File: src/rtl/dlw_pkg.sv
package dlw_pkg;

   localparam int DLW_NUM_LIM = 2;

   typedef enum logic [0:0] {
      ST_IDLE = 1'b0,
      ST_RUN  = 1'b1
   } dlw_state_e;

endpackage

File: src/rtl/dlw_mag.sv
module dlw_mag #(
   parameter int DATA_W    = 12,
   parameter bit SIGNED_IN = 1'b1
) (
   input  logic [DATA_W-1:0] raw,
   output logic [DATA_W-1:0] mag
);

   generate
      if (SIGNED_IN) begin : g_signed
         logic [DATA_W-1:0] neg;
         assign neg = ~raw + {{(DATA_W-1){1'b0}}, 1'b1};
         assign mag = raw[DATA_W-1] ? neg : raw;
      end else begin : g_unsigned
         assign mag = raw;
      end
   endgenerate

endmodule

File: src/rtl/dlw_cmp.sv
module dlw_cmp #(
   parameter int DATA_W = 12
) (
   input  logic [DATA_W-1:0] mag,
   input  logic [DATA_W-1:0] lim,
   input  logic              above,
   output logic              hit
);

   logic gt;
   logic lt;

   assign gt = mag > lim;
   assign lt = mag < lim;

   always_comb begin
      if (above) hit = gt;
      else       hit = lt;
   end

endmodule

File: src/rtl/dlw_seq.sv
module dlw_seq
   import dlw_pkg::*;
#(
   parameter int DATA_W  = 12,
   parameter int IDX_W   = 3,
   parameter int NUM_LIM = DLW_NUM_LIM
) (
   input  logic                    clk,
   input  logic                    rst_n,
   input  logic                    smp_valid,
   input  logic [DATA_W-1:0]       smp_data,
   input  logic [DATA_W-1:0]       lim_in [NUM_LIM],
   input  logic [NUM_LIM-1:0]      dir_in,
   input  logic [IDX_W-1:0]        idx_in,
   input  logic                    hit_in,
   output logic                    smp_ready,
   output logic                    busy,
   output logic [DATA_W-1:0]       raw_q,
   output logic [DATA_W-1:0]       cur_lim,
   output logic                    cur_dir,
   output logic                    ev_fire,
   output logic [NUM_LIM-1:0]      ev_hits,
   output logic [IDX_W-1:0]        ev_idx
);

   localparam int PH_W = (NUM_LIM > 1) ? $clog2(NUM_LIM) : 1;
   localparam logic [PH_W-1:0] PH_LAST = PH_W'(NUM_LIM - 1);

   dlw_state_e        state;
   logic [PH_W-1:0]   ph;
   logic [NUM_LIM-1:0] hits_acc;
   logic [DATA_W-1:0] lim_q [NUM_LIM];
   logic [NUM_LIM-1:0] dir_q;
   logic [IDX_W-1:0]  idx_q;
   logic              accept;
   logic              last;

   assign smp_ready = (state == ST_IDLE);
   assign busy      = (state == ST_RUN);
   assign accept    = smp_valid && smp_ready;
   assign last      = busy && (ph == PH_LAST);

   // capture of per-threshold settings, one register per threshold
   generate
      for (genvar g = 0; g < NUM_LIM; g++) begin : g_lim
         always_ff @(posedge clk or negedge rst_n) begin
            if (!rst_n) begin
               lim_q[g] <= '0;
               dir_q[g] <= 1'b0;
            end else if (accept) begin
               lim_q[g] <= lim_in[g];
               dir_q[g] <= dir_in[g];
            end
         end
      end
   endgenerate

   always_ff @(posedge clk or negedge rst_n) begin
      if (!rst_n) begin
         state    <= ST_IDLE;
         ph       <= '0;
         hits_acc <= '0;
         raw_q    <= '0;
         idx_q    <= '0;
      end else begin
         case (state)
            ST_IDLE: begin
               if (accept) begin
                  raw_q    <= smp_data;
                  idx_q    <= idx_in;
                  ph       <= '0;
                  hits_acc <= '0;
                  state    <= ST_RUN;
               end
            end
            ST_RUN: begin
               hits_acc[ph] <= hit_in;
               if (last) begin
                  state <= ST_IDLE;
                  ph    <= '0;
               end else begin
                  ph <= ph + 1'b1;
               end
            end
            default: state <= ST_IDLE;
         endcase
      end
   end

   assign cur_lim = lim_q[ph];
   assign cur_dir = dir_q[ph];
   assign ev_fire = last;
   assign ev_idx  = idx_q;

   always_comb begin
      for (int i = 0; i < NUM_LIM; i++) begin
         ev_hits[i] = (ph == PH_W'(i)) ? hit_in : hits_acc[i];
      end
   end

endmodule

File: src/rtl/dlw_stat.sv
module dlw_stat #(
   parameter int NUM_LIM = 2,
   parameter int IDX_W   = 3
) (
   input  logic                     clk,
   input  logic                     rst_n,
   input  logic                     ev_fire,
   input  logic [NUM_LIM-1:0]       ev_hits,
   input  logic [IDX_W-1:0]         ev_idx,
   input  logic                     rd_clr,
   output logic [IDX_W+NUM_LIM-1:0] stat_q,
   output logic                     cross_q
);

   logic [NUM_LIM-1:0] hit_q;
   logic [IDX_W-1:0]   idx_q;
   logic               trip;
   logic [NUM_LIM-1:0] hit_base;

   assign trip     = ev_fire && (|ev_hits);
   assign hit_base = rd_clr ? '0 : hit_q;

   always_ff @(posedge clk or negedge rst_n) begin
      if (!rst_n) begin
         hit_q   <= '0;
         idx_q   <= '0;
         cross_q <= 1'b0;
      end else begin
         cross_q <= trip;
         if (trip) begin
            hit_q <= hit_base | ev_hits;
            idx_q <= ev_idx;
         end else if (rd_clr) begin
            hit_q <= '0;
            idx_q <= '0;
         end
      end
   end

   assign stat_q = {idx_q, hit_q};

endmodule

File: src/rtl/dual_limit_watch.sv
module dual_limit_watch
   import dlw_pkg::*;
#(
   parameter int DATA_W    = 12,
   parameter int IDX_W     = 3,
   parameter bit SIGNED_IN = 1'b1
) (
   input  logic              clk,
   input  logic              rst_n,
   input  logic              smp_valid,
   output logic              smp_ready,
   input  logic [DATA_W-1:0] smp_data,
   input  logic [DATA_W-1:0] lim1_val,
   input  logic [DATA_W-1:0] lim2_val,
   input  logic              lim1_above,
   input  logic              lim2_above,
   input  logic [IDX_W-1:0]  instr_idx,
   input  logic              stat_rd,
   output logic [IDX_W+1:0]  stat_q,
   output logic              cross_evt,
   output logic              busy
);

   localparam int NL = DLW_NUM_LIM;

   generate
      if (DATA_W < 2) begin : g_bad_w
         $error("dual_limit_watch: DATA_W must be at least 2");
      end
      if (IDX_W < 1) begin : g_bad_i
         $error("dual_limit_watch: IDX_W must be at least 1");
      end
      if (NL != 2) begin : g_bad_n
         $error("dual_limit_watch: port list is built for two thresholds");
      end
   endgenerate

   logic [DATA_W-1:0] lim_bus [NL];
   logic [NL-1:0]     dir_bus;
   logic [DATA_W-1:0] raw_q;
   logic [DATA_W-1:0] mag;
   logic [DATA_W-1:0] cur_lim;
   logic              cur_dir;
   logic              hit;
   logic              ev_fire;
   logic [NL-1:0]     ev_hits;
   logic [IDX_W-1:0]  ev_idx;

   assign lim_bus[0] = lim1_val;
   assign lim_bus[1] = lim2_val;
   assign dir_bus    = {lim2_above, lim1_above};

   dlw_seq #(
      .DATA_W (DATA_W),
      .IDX_W  (IDX_W),
      .NUM_LIM(NL)
   ) u_seq (
      .clk      (clk),
      .rst_n    (rst_n),
      .smp_valid(smp_valid),
      .smp_data (smp_data),
      .lim_in   (lim_bus),
      .dir_in   (dir_bus),
      .idx_in   (instr_idx),
      .hit_in   (hit),
      .smp_ready(smp_ready),
      .busy     (busy),
      .raw_q    (raw_q),
      .cur_lim  (cur_lim),
      .cur_dir  (cur_dir),
      .ev_fire  (ev_fire),
      .ev_hits  (ev_hits),
      .ev_idx   (ev_idx)
   );

   dlw_mag #(
      .DATA_W   (DATA_W),
      .SIGNED_IN(SIGNED_IN)
   ) u_mag (
      .raw(raw_q),
      .mag(mag)
   );

   dlw_cmp #(
      .DATA_W(DATA_W)
   ) u_cmp (
      .mag  (mag),
      .lim  (cur_lim),
      .above(cur_dir),
      .hit  (hit)
   );

   dlw_stat #(
      .NUM_LIM(NL),
      .IDX_W  (IDX_W)
   ) u_stat (
      .clk    (clk),
      .rst_n  (rst_n),
      .ev_fire(ev_fire),
      .ev_hits(ev_hits),
      .ev_idx (ev_idx),
      .rd_clr (stat_rd),
      .stat_q (stat_q),
      .cross_q(cross_evt)
   );

endmodule

File: config.mk
export PLATFORM = sky130hd
export DESIGN_NAME = dual_limit_watch
export DESIGN_NICKNAME = d
export VERILOG_FILES = /design/src/rtl/dlw_pkg.sv /design/src/rtl/dlw_mag.sv /design/src/rtl/dlw_cmp.sv /design/src/rtl/dlw_seq.sv /design/src/rtl/dlw_stat.sv /design/src/rtl/dual_limit_watch.sv
export SDC_FILE = /design/constraint.sdc
export NUM_CORES = 1
export LEC_CHECK = 0
export BUFFER_PORTS_ARGS = -buffer_cell sky130_fd_sc_hd__clkbuf_2
export CORE_MARGIN = 2
export CORE_UTILIZATION = 30
export DETAILED_ROUTE_END_ITERATION = 6
export SLEW_MARGIN = 5
export SYNTH_ARGS = -nofsm -noshare
export SYNTH_HDL_FRONTEND = slang
export SYNTH_SLANG_ARGS = --single-unit
export TNS_END_PERCENT = 100
File: constraint.sdc
create_clock -name clk -period 3.8 [get_ports clk]
set_input_delay 0.76 -clock clk [delete_from_list [all_inputs] [get_ports clk]]
set_output_delay 0.76 -clock clk [all_outputs]
set_load 0.03 [all_outputs]
After elaboration in Yosys (flattened, before gate mapping):

Index checks and enable logic that the tools add are counted.

* equal/unequal tests: 1
* multiply operators: 0
* reductions and logical operators: 7
* $add $sub $neg: 2
* bitwise logic cells: 4
* mux-type cells: 24
* magnitude comparators: 5
* shift operators: 0
* divide/modulo/power cells: 0

Operator list (count)
* $mux 12: 4
* $add 12x1->12 const B: 1
* $gt 12x12->1: 1
* $lt 12x12->1: 1
* $not 12->12: 1
* $mux 1: 10
* $mux 2: 3
* $mux 3: 2
* $logic_and 1x1->1: 4
* $pmux 1 s2: 2
* $pmux 2 s2: 1
* $bwmux 2: 1
* $ge 2x2->1 const B: 1
* $lt 1x2->1 const B: 1
* $ne 2x2->1 const B: 1
* $not 1->2: 1
* $or 2x2->2: 1
* $reduce_and 2->1: 1
* $reduce_bool 2->1: 1
* $reduce_or 2->1: 1
* $add 1x1->1 const B: 1
* $demux 1 s1: 1
* $ge 1x1->1 const B: 1
* $not 1->1: 1

* output and inout bits: 8
* memories kept: 0
* bits in registers: 51
* bits in read-only memories: 0
* latch bits: 0
* RAM bits: 0
* input bits: 45

Logic depth before layout (Yosys ltp):

Gate-level depths: netlist of the first run.

* depth after elaboration: 10
* mapped depth: 13
* gate-level depth less buffers: 13

Hierarchy:

From an unflattened synthesis of the first run, not the netlist that was laid out.

* cell total of the unflattened synthesis: 215
* area, all modules: 2926.6 µm²

By module, submodules not included
* dlw_seq: times used 1, area each 2078.2 µm², cells each 120
* dlw_cmp: times used 1, area each 321.6 µm², cells each 41
* dlw_mag: times used 1, area each 264.0 µm², cells each 34
* dlw_stat: times used 1, area each 262.8 µm², cells each 20

Least setup slack after synthesis of the first run:

Ideal clock, no wire load.

* kind: register to register
* start point: reg u_seq.ph
* end point: reg u_stat.idx_q[0]
* data required time: 3675 ps
* data arrival time: 3014 ps
* cell stages (with the launch flop): 11
* setup slack: 661 ps
* period minus slack after synthesis: 3139 ps
* cell sequence: dfrtp_1 -> clkbuf_1 -> clkbuf_1 -> mux2i_1 -> ha_1 -> a21oi_1 -> a311oi_1 -> a2111oi_2 -> mux2_4 -> o21bai_4 -> mux2_4

* cells in the longest elaborated chain, start to end: 10
* elaborated cells between the ends (all ways): 16
* classes of those cells: order compare (2); mux (9); bitwise (1); reduce/logical (4)

RTL lines
* start, declared: RTL line dlw_seq.sv:30 `logic [PH_W-1:0] ph;`
* start signal, assigned: RTL line dlw_seq.sv:82 `ph <= ph + 1'b1;`
* $not 1->2 (not written as such): RTL line dlw_seq.sv:90 `assign cur_lim = lim_q[ph];`
* $mux 12 (not written as such) (3 in series): RTL line dlw_seq.sv:90
* $lt 12x12->1 / $gt 12x12->1 (equally long branches): RTL line dlw_cmp.sv:14, dlw_cmp.sv:13
* $mux 1: RTL line dlw_cmp.sv:17 `if (above) hit = gt;`
* $mux 1: RTL line dlw_seq.sv:97 `ev_hits[i] = (ph == PH_W'(i)) ? hit_in : hits_acc[i];`
* $reduce_or 2->1: RTL line dlw_stat.sv:20 `assign trip = ev_fire && (|ev_hits);`
* $logic_and 1x1->1 *: RTL line dlw_stat.sv:20
* $mux 3 / $reduce_bool 2->1 (equally long branches)
* end signal, assigned: RTL line dlw_stat.sv:32 `idx_q <= ev_idx;`
* end, declared: RTL line dlw_stat.sv:16 `logic [IDX_W-1:0] idx_q;`

Every way passes the cells marked *; elsewhere a longest branch is shown, timed or not. The select of a mux whose other input is x is not followed.
A chain may end at the register's enable or synchronous reset.

Final worst setup path of the first run:

* start point: reg u_seq.raw_q[2]
* end point: reg u_stat.idx_q[2]

* cells in the longest elaborated chain, start to end: 9
* elaborated cells between the ends (all ways): 12
* classes of those cells: add/sub (1); order compare (2); mux (5); bitwise (1); reduce/logical (3)

RTL lines
* start, declared: RTL line dlw_seq.sv:18 `output logic [DATA_W-1:0] raw_q,`
* start signal, assigned: RTL line dlw_seq.sv:69 `raw_q <= smp_data;`
* $not 12->12: RTL line dlw_mag.sv:12 `assign neg = ~raw + {{(DATA_W-1){1'b0}}, 1'b1};`
* $add 12x1->12: RTL line dlw_mag.sv:12
* $mux 12 *: RTL line dlw_mag.sv:13 `assign mag = raw[DATA_W-1] ? neg : raw;`
* $lt 12x12->1 / $gt 12x12->1 (equally long branches): RTL line dlw_cmp.sv:14, dlw_cmp.sv:13
* $mux 1 *: RTL line dlw_cmp.sv:17
* $mux 1: RTL line dlw_seq.sv:97
* $reduce_or 2->1 *: RTL line dlw_stat.sv:20
* $logic_and 1x1->1 *: RTL line dlw_stat.sv:20
* $mux 3 / $reduce_bool 2->1 (equally long branches)

Every way passes the cells marked *; elsewhere a longest branch is shown, timed or not.

==> results of run 1 <==
-- routing by layer --
metal,wire length [µm],track usage (%)
met5,0,0
met4,47,3.21
met3,260,2.98
met2,2440,19.7
met1,2820,18.3
-- where the power goes --
| part | internal, mW | switching, mW |
|---|---|---|
| registers | 0.796 | 0.227 |
| logic | 0.650 | 0.801 |
| clock network | 0.147 | 0.179 |
| total | 1.59 | 1.21 |
-- critical path, stage by stage (launching register included) --
cell	delay, ns
dfrtp_1	0.42
nor3_1	0.24
nand2_1	0.10
or3_1	0.36
o31ai_1	0.25
xnor2_1	0.17
ha_1	0.28
nand4_1	0.11
a311oi_1	0.07
a2111oi_2	0.40
mux2_4	0.36
o21bai_4	0.19
mux2_4	0.32
-- cell type report --
type	instances	area share, %
sequential	50	41.4
multi-input combinational	215	40.6
timing repair buffer	57	9.85
tap	105	4.35
clock buffer	7	2.86
inverter	6	0.745
clock inverter	1	0.166
-- sequential cells by signal, summed over array words and instances, names as in the netlist --
| signal | count |
|---|---|
| u_seq.lim_q | 24 |
| u_seq.raw_q | 12 |
| u_seq.ev_idx | 3 |
| u_stat.idx_q | 3 |
| u_seq.dir_q | 2 |
| u_stat.hit_q | 2 |
| u_seq.busy | 1 |
| u_seq.hits_acc | 1 |
| u_seq.ph | 1 |
| u_stat.cross_q | 1 |
-- logic make-up (layout without fill, tap and decap cells) --
group                    Yosys count  after routing  synth area share (%)
AND/OR/NAND/NOR                  156            156                  25.4
flip-flops                        50             50                  49.2
AO/OA/AOI/OAI                     19             19                  5.36
multiplexers                      18             18                  7.96
buffers and inverters             18             71                  2.65
adder cells (fa/ha/maj)           13             13                  6.39
XOR/XNOR                           9              9                  3.10
-- how the worst min path moves through the flow --
stage | startpoint | end | cells past startpoint
2_1_floorplan | u_seq.lim_q[0] | u_seq.lim_q[0] | 2
3_3_place_gp | u_seq.lim_q[0] | u_seq.lim_q[0] | 2
3_5_place_dp | u_seq.lim_q[0] | u_seq.lim_q[0] | 2
4_1_cts | rst_n | u_seq.ev_idx[2] | 1
5_1_grt | u_seq.dir_q[0] | u_seq.dir_q[0] | 2
6_report | rst_n | u_seq.ph | 1
-- stage by stage --
step | cells | setup slack (ns) | total power [mW] | hold slack [ns]
floorplan | 283 | 0.661 | 2.10 | 0.440
global placement | 433 | 0.520 | 2.43 | 0.453
detailed placement | 433 | 0.438 | 2.49 | 0.461
CTS | 441 | 0.414 | 2.82 | 0.479
global route | 441 | 0.117 | 3.06 | 0.501
finish | 441 | 0.422 | 2.80 | 0.458
-- layout by cell type, fill, tap and decap left out, types with 4 or more instances in the layout --
| master | count |
|---|---|
| a21oi_1 | 5 |
| nand3_1 | 4 |
| nand2_1 | 129 |
| buf_4 | 5 |
| nor2b_1 | 4 |
| inv_1 | 6 |
| xnor2_1 | 8 |
| ha_1 | 13 |
| nand2b_1 | 5 |
| clkbuf_2 | 52 |
| mux2_4 | 4 |
| mux2i_1 | 12 |
| o21ai_0 | 7 |
| clkbuf_8 | 6 |
| dfrtp_1 | 50 |
==> parameters.txt, run 1 <==
Parameter                              Value

CTS
  Number of buffers added to fix hold violations after cts    0
  TritonCTS Buffers    5
  Longest Clk Path Bufs    2
  # H-tree levels    2
  Total clock sinks    50
  Clock-pin slew on the worst setup and hold paths    0.09 ns
  CTS Root Cell    clkbuf_8
  TritonCTS clock tree    built
  Latest clock arrival within the worst-skew pair    0.31 ns
  Number of instances resized during post-cts repair    0
  Buffers inserted by post-CTS timing repair    0

Finish
  Area overhead of the layout relative to synthesis    18.8%
  Number of nets in the layout    393
  Multi-input gate area in the final layout    1230 µm²
  Reg area    1250 µm²
  Diodes inserted    0
  Share of the core filled with cells    36.8%
  # fillers    878
  Post-route cell area    3020 µm²
  Share of cells above drive strength 1    21.7%

Floorplanning
  Total number of placement rows    33
  Die Span X    96.1 µm
  Area of the die    9240 µm²
  Chip height    96.1 µm
  Initial core utilization    31.0%
  Area of the core    8220 µm²
  I/O pin cnt    53

Global routing
  First-pass GRT wire length    9.12 mm
  Antenna violations before repair    0
  Total global routing overflow    0
  Global routing usage summed across all routing layers    12.9%
  Number of global-route vias before repair    1917
  Pin count of the biggest net entering global routing    41

Synthesis
  Most used flip-flop cell after synthesis    dfrtp_1
  Synthesis Warnings    0
  Async set-reset flop share out of synthesis    100%
  Share of the synthesized area in the top cell type    49.2%
  Mapped cell area    2540 µm²
  Share of the yosys chip area belonging to registers    49.2%
  Number of enable flip-flop cells after synthesis    0
  Area leader, netlist    dfrtp_1
  Number of distinct library cell variants in the gate-level netlist after synthesis    29
  Most frequent cells after synthesis    nand2_1, dfrtp_1, ha_1, mux2i_1, clkbuf_1
  Synth area leaders    dfrtp_1, nand2_1, ha_1
  Flops & latches, synth    50
  Syn_area_per_cell    8.99 µm²
  Post-synth net total    341
  Post-synthesis cell count    283
  Cell with the most instances after synthesis    nand2_1

Detailed routing
  Drt first pass iters    4
  Number of DRC markers in iteration 0    87
  Average wire length per cell after detail routing    12.6 µm
  Routed wire length    5.57 mm
  Via density per instance    4.50
  Total via count after detailed routing    1985
  Detailed-route DRC error count    0
  ANT nets after route    0

Critical path
  Element type at the critical path start    flip-flop
  Register-to-register setup slack    0.42 ns
  Critical Path Source    u_seq.raw_q[2]
  Critical setup path kind    flip-flop to flip-flop
  Data required time of the critical path    4.00 ns
  Worst R2R Start    u_seq.raw_q[2]
  Number of cells on the worst reg-to-reg path    12
  WP data arrival    3.58 ns
  Termination of the worst setup path    u_stat.idx_q[2]
  Critical path endpoint category    flip-flop
  Highest fanout seen on the critical path    4
  R2r endpoint    u_stat.idx_q[2]

Timing
  Time the final worst path needs with I/O delays and setup    3.38 ns
  Worst slew pin tran    0.631 ns
  Accumulated negative setup slack    0 ns
  Crit share post-route    88.9%
  Number of max-slew violations in the final report    0
  Final-report setup violation count    0
  Unrepaired setup endpoints after global routing    false
  Fmax    296 MHz
  Skew final    0.00570 ns
  Final hold violation count    0
  Worst slew slack as a fraction of its limit    57.9%

Placed design
  Placer's final routability congestion estimate    0.799
  Area after DPL    2930 µm²
  DPL Wire Length    4.17 mm
  Number of buffer cells added on primary ports    52

Power
  Cell Pwr Density    927 nW/µm²
  Leakage Power    1.60 nW
  Peak supply drop    245 µV

Min path
  Path category of the worst min-delay check    input port to async pin

Run
  Max-Cap Viols    0

Outcome
  Run status    complete, no violations
No activity file was read; power rests on OpenSTA's default activity.
==> run 2: changes to the inputs <==
- REMOVE_ABC_BUFFERS: not set -> 1
==> run 2 against run 1 <==
  * Combinational power is essentially flat
  * Utilization grew 0.27 points
  * Flip-flop and latch count is the same
  * First-iteration DRC count grew 54%
  * Final area grew 0.74%
  * Hold slack lost 0.070 ns
  * Critical path type unchanged
==> parameters.txt, run 2 (synthesized netlist as in run 1, its figures left out) <==
Parameter                              Value

Outcome
  Run status    complete, no violations

Timing
  Skew final    0.00768 ns (+0.00198 ns)
  Time the final worst path needs with I/O delays and setup    3.35 ns (-0.0312 ns)
  Worst slew slack as a fraction of its limit    59.2% (+1.3 points)
  Crit share post-route    88.1% (-0.82 points)
  Fmax    299 MHz (+0.93%)
  Worst slew pin tran    0.609 ns (-0.0220 ns)
  Accumulated negative setup slack    0 ns (unchanged)
  Final-report setup violation count    0 (unchanged)
  Number of max-slew violations in the final report    0 (unchanged)
  Final hold violation count    0 (unchanged)
  Unrepaired setup endpoints after global routing    false

Power
  Cell Pwr Density    927 nW/µm² (about the same)
  Leakage Power    1.60 nW (+0.13%)
  Peak supply drop    253 µV (+3.1%)
  Final total power    2.82 mW (+0.82%)

CTS
  TritonCTS Buffers    5 (unchanged)
  # H-tree levels    2 (unchanged)
  Latest clock arrival within the worst-skew pair    0.31 ns (about the same)
  Number of instances resized during post-cts repair    0 (unchanged)
  Clock-pin slew on the worst setup and hold paths    0.10 ns (about the same)
  Total clock sinks    50 (unchanged)
  TritonCTS clock tree    built
  Buffers inserted by post-CTS timing repair    0 (unchanged)
  Number of buffers added to fix hold violations after cts    0 (unchanged)
  Longest Clk Path Bufs    2 (unchanged)
  CTS Root Cell    clkbuf_8

Run
  Max-Cap Viols    0 (unchanged)

Placed design
  Placer's final routability congestion estimate    0.723 (-9.6%)
  DPL Wire Length    4.09 mm (-1.7%)
  Number of buffer cells added on primary ports    52 (unchanged)

Global routing
  Pin count of the biggest net entering global routing    41 (unchanged)
  Number of global-route vias before repair    2014 (+5.1%)
  Global routing usage summed across all routing layers    12.9% (+0.068 points)
  Total global routing overflow    0 (unchanged)
  Antenna violations before repair    0 (unchanged)
  First-pass GRT wire length    9.26 mm (+1.5%)

Finish
  Diodes inserted    0 (unchanged)
  Flip-flop count of the largest register after layout    24 (unchanged)
  Register name with the most flops    u_seq.lim_q
  Share of cells above drive strength 1    22.0% (+0.30 points)
  # fillers    884 (+0.68%)
  Number of nets in the layout    393 (unchanged)
  Area overhead of the layout relative to synthesis    19.7%
  Registers with the most flip-flops    u_seq.lim_q (24), u_seq.raw_q (12)
  Multi-input gate area in the final layout    1230 µm² (unchanged)
  Most common library cell in the layout ignoring fill and taps    nand2_1
  Reg area    1250 µm² (unchanged)
  Leading cell types in the layout, fill and taps excluded    nand2_1, clkbuf_2, dfrtp_1, ha_1, mux2i_1

Floorplanning
  Die Span X    96.1 µm (unchanged)
  I/O pin cnt    53 (unchanged)
  Chip height    96.1 µm (unchanged)
  Area of the die    9240 µm² (unchanged)
  Area of the core    8220 µm² (unchanged)
  Total number of placement rows    33 (unchanged)
  Initial core utilization    31.0% (unchanged)

Critical path
  Register-to-register setup slack    0.45 ns (+0.03 ns)
  Critical path endpoint category    flip-flop
  Critical setup path kind    flip-flop to flip-flop
  Element type at the critical path start    flip-flop
  WP data arrival    3.55 ns (-0.03 ns)
  Highest fanout seen on the critical path    4 (unchanged)
  Data required time of the critical path    4.00 ns (about the same)

Detailed routing
  Detailed-route DRC error count    0 (unchanged)
  Drt first pass iters    4 (unchanged)
  Routed wire length    5.34 mm (-4.1%)
  Average wire length per cell after detail routing    12.1 µm (-4.1%)
  Number of DRC markers in iteration 0    134 (+54%)
  Total via count after detailed routing    1980 (-0.25%)
  Via density per instance    4.49 (-0.25%)
  ANT nets after route    0 (unchanged)

Min path
  Path category of the worst min-delay check    input port to async pin
[run 2: changes by cell type in the layout (fill, tap and decap cells not counted), sizes merged]
| cell | delta |
|---|---|
| clkbuf | -2 |
| clkinvlp | +2 |
| clkinv | -1 |
| bufinv | +1 |
[run 2: path summary, 6_finish.rpt]
kind | cells past startpoint | end | startpoint
min in group clk | 2 | u_seq.lim_q[0] | u_seq.lim_q[0]
hold / removal | 1 | u_seq.lim_q[17] | rst_n
hold reg to reg | 2 | u_seq.lim_q[0] | u_seq.lim_q[0]
setup / recovery | 12 | u_stat.idx_q[2] | u_seq.raw_q[2]
max in group asynchronous | 2 | u_stat.hit_q[1] | rst_n
setup reg to reg | 12 | u_stat.idx_q[2] | u_seq.raw_q[2]
[run 2: stage by stage]
stage / utilization [%] / instance area, µm² / instances / hold WS, ns / setup slack (ns)
floorplan: - / 2500 / 271 / 0.440 / 0.682
global placement: 35.7 / 2930 / 433 / 0.453 / 0.513
detailed placement: 35.7 / 2930 / 433 / 0.457 / 0.438
CTS: 37.1 / 3050 / 441 / 0.408 / 0.418
global route: 37.1 / 3050 / 441 / 0.415 / 0.219
finish: 37.1 / 3050 / 441 / 0.388 / 0.453
[run 2: report_power, final]
group	switching, mW	internal, mW
Sequential	0.198	0.796
Combinational	0.802	0.647
Clock	0.185	0.196
[run 2: area by class of cell]
cell class,instances,area share (%)
flip-flops and latches,50,41.1
multi-input cells,215,40.3
repair buffers,57,9.78
well taps,105,4.31
clock buffers,5,2.26
clock inverters,3,1.48
inverters,6,0.740
[run 2: critical path, stage by stage (launching register included)]
cell,delay [ns]
dfrtp_1,0.42
nor3_1,0.23
nand2_1,0.10
or3_1,0.37
o31ai_1,0.27
xnor2_1,0.16
ha_1,0.27
nand4_1,0.10
a311oi_1,0.06
a2111oi_2,0.39
mux2_4,0.36
o21bai_4,0.19
mux2_4,0.31
[run 2: per-layer routing]
| metal | vias up | GRT usage, % | routed length [µm] |
|---|---|---|---|
| met5 | - | 0 | 0 |
| met4 | 0 | 3.21 | 53 |
| met3 | 4 | 2.98 | 234 |
| met2 | 31 | 22.0 | 2620 |
| met1 | 927 | 16.6 | 2440 |
| li1 | 1018 | - | - |
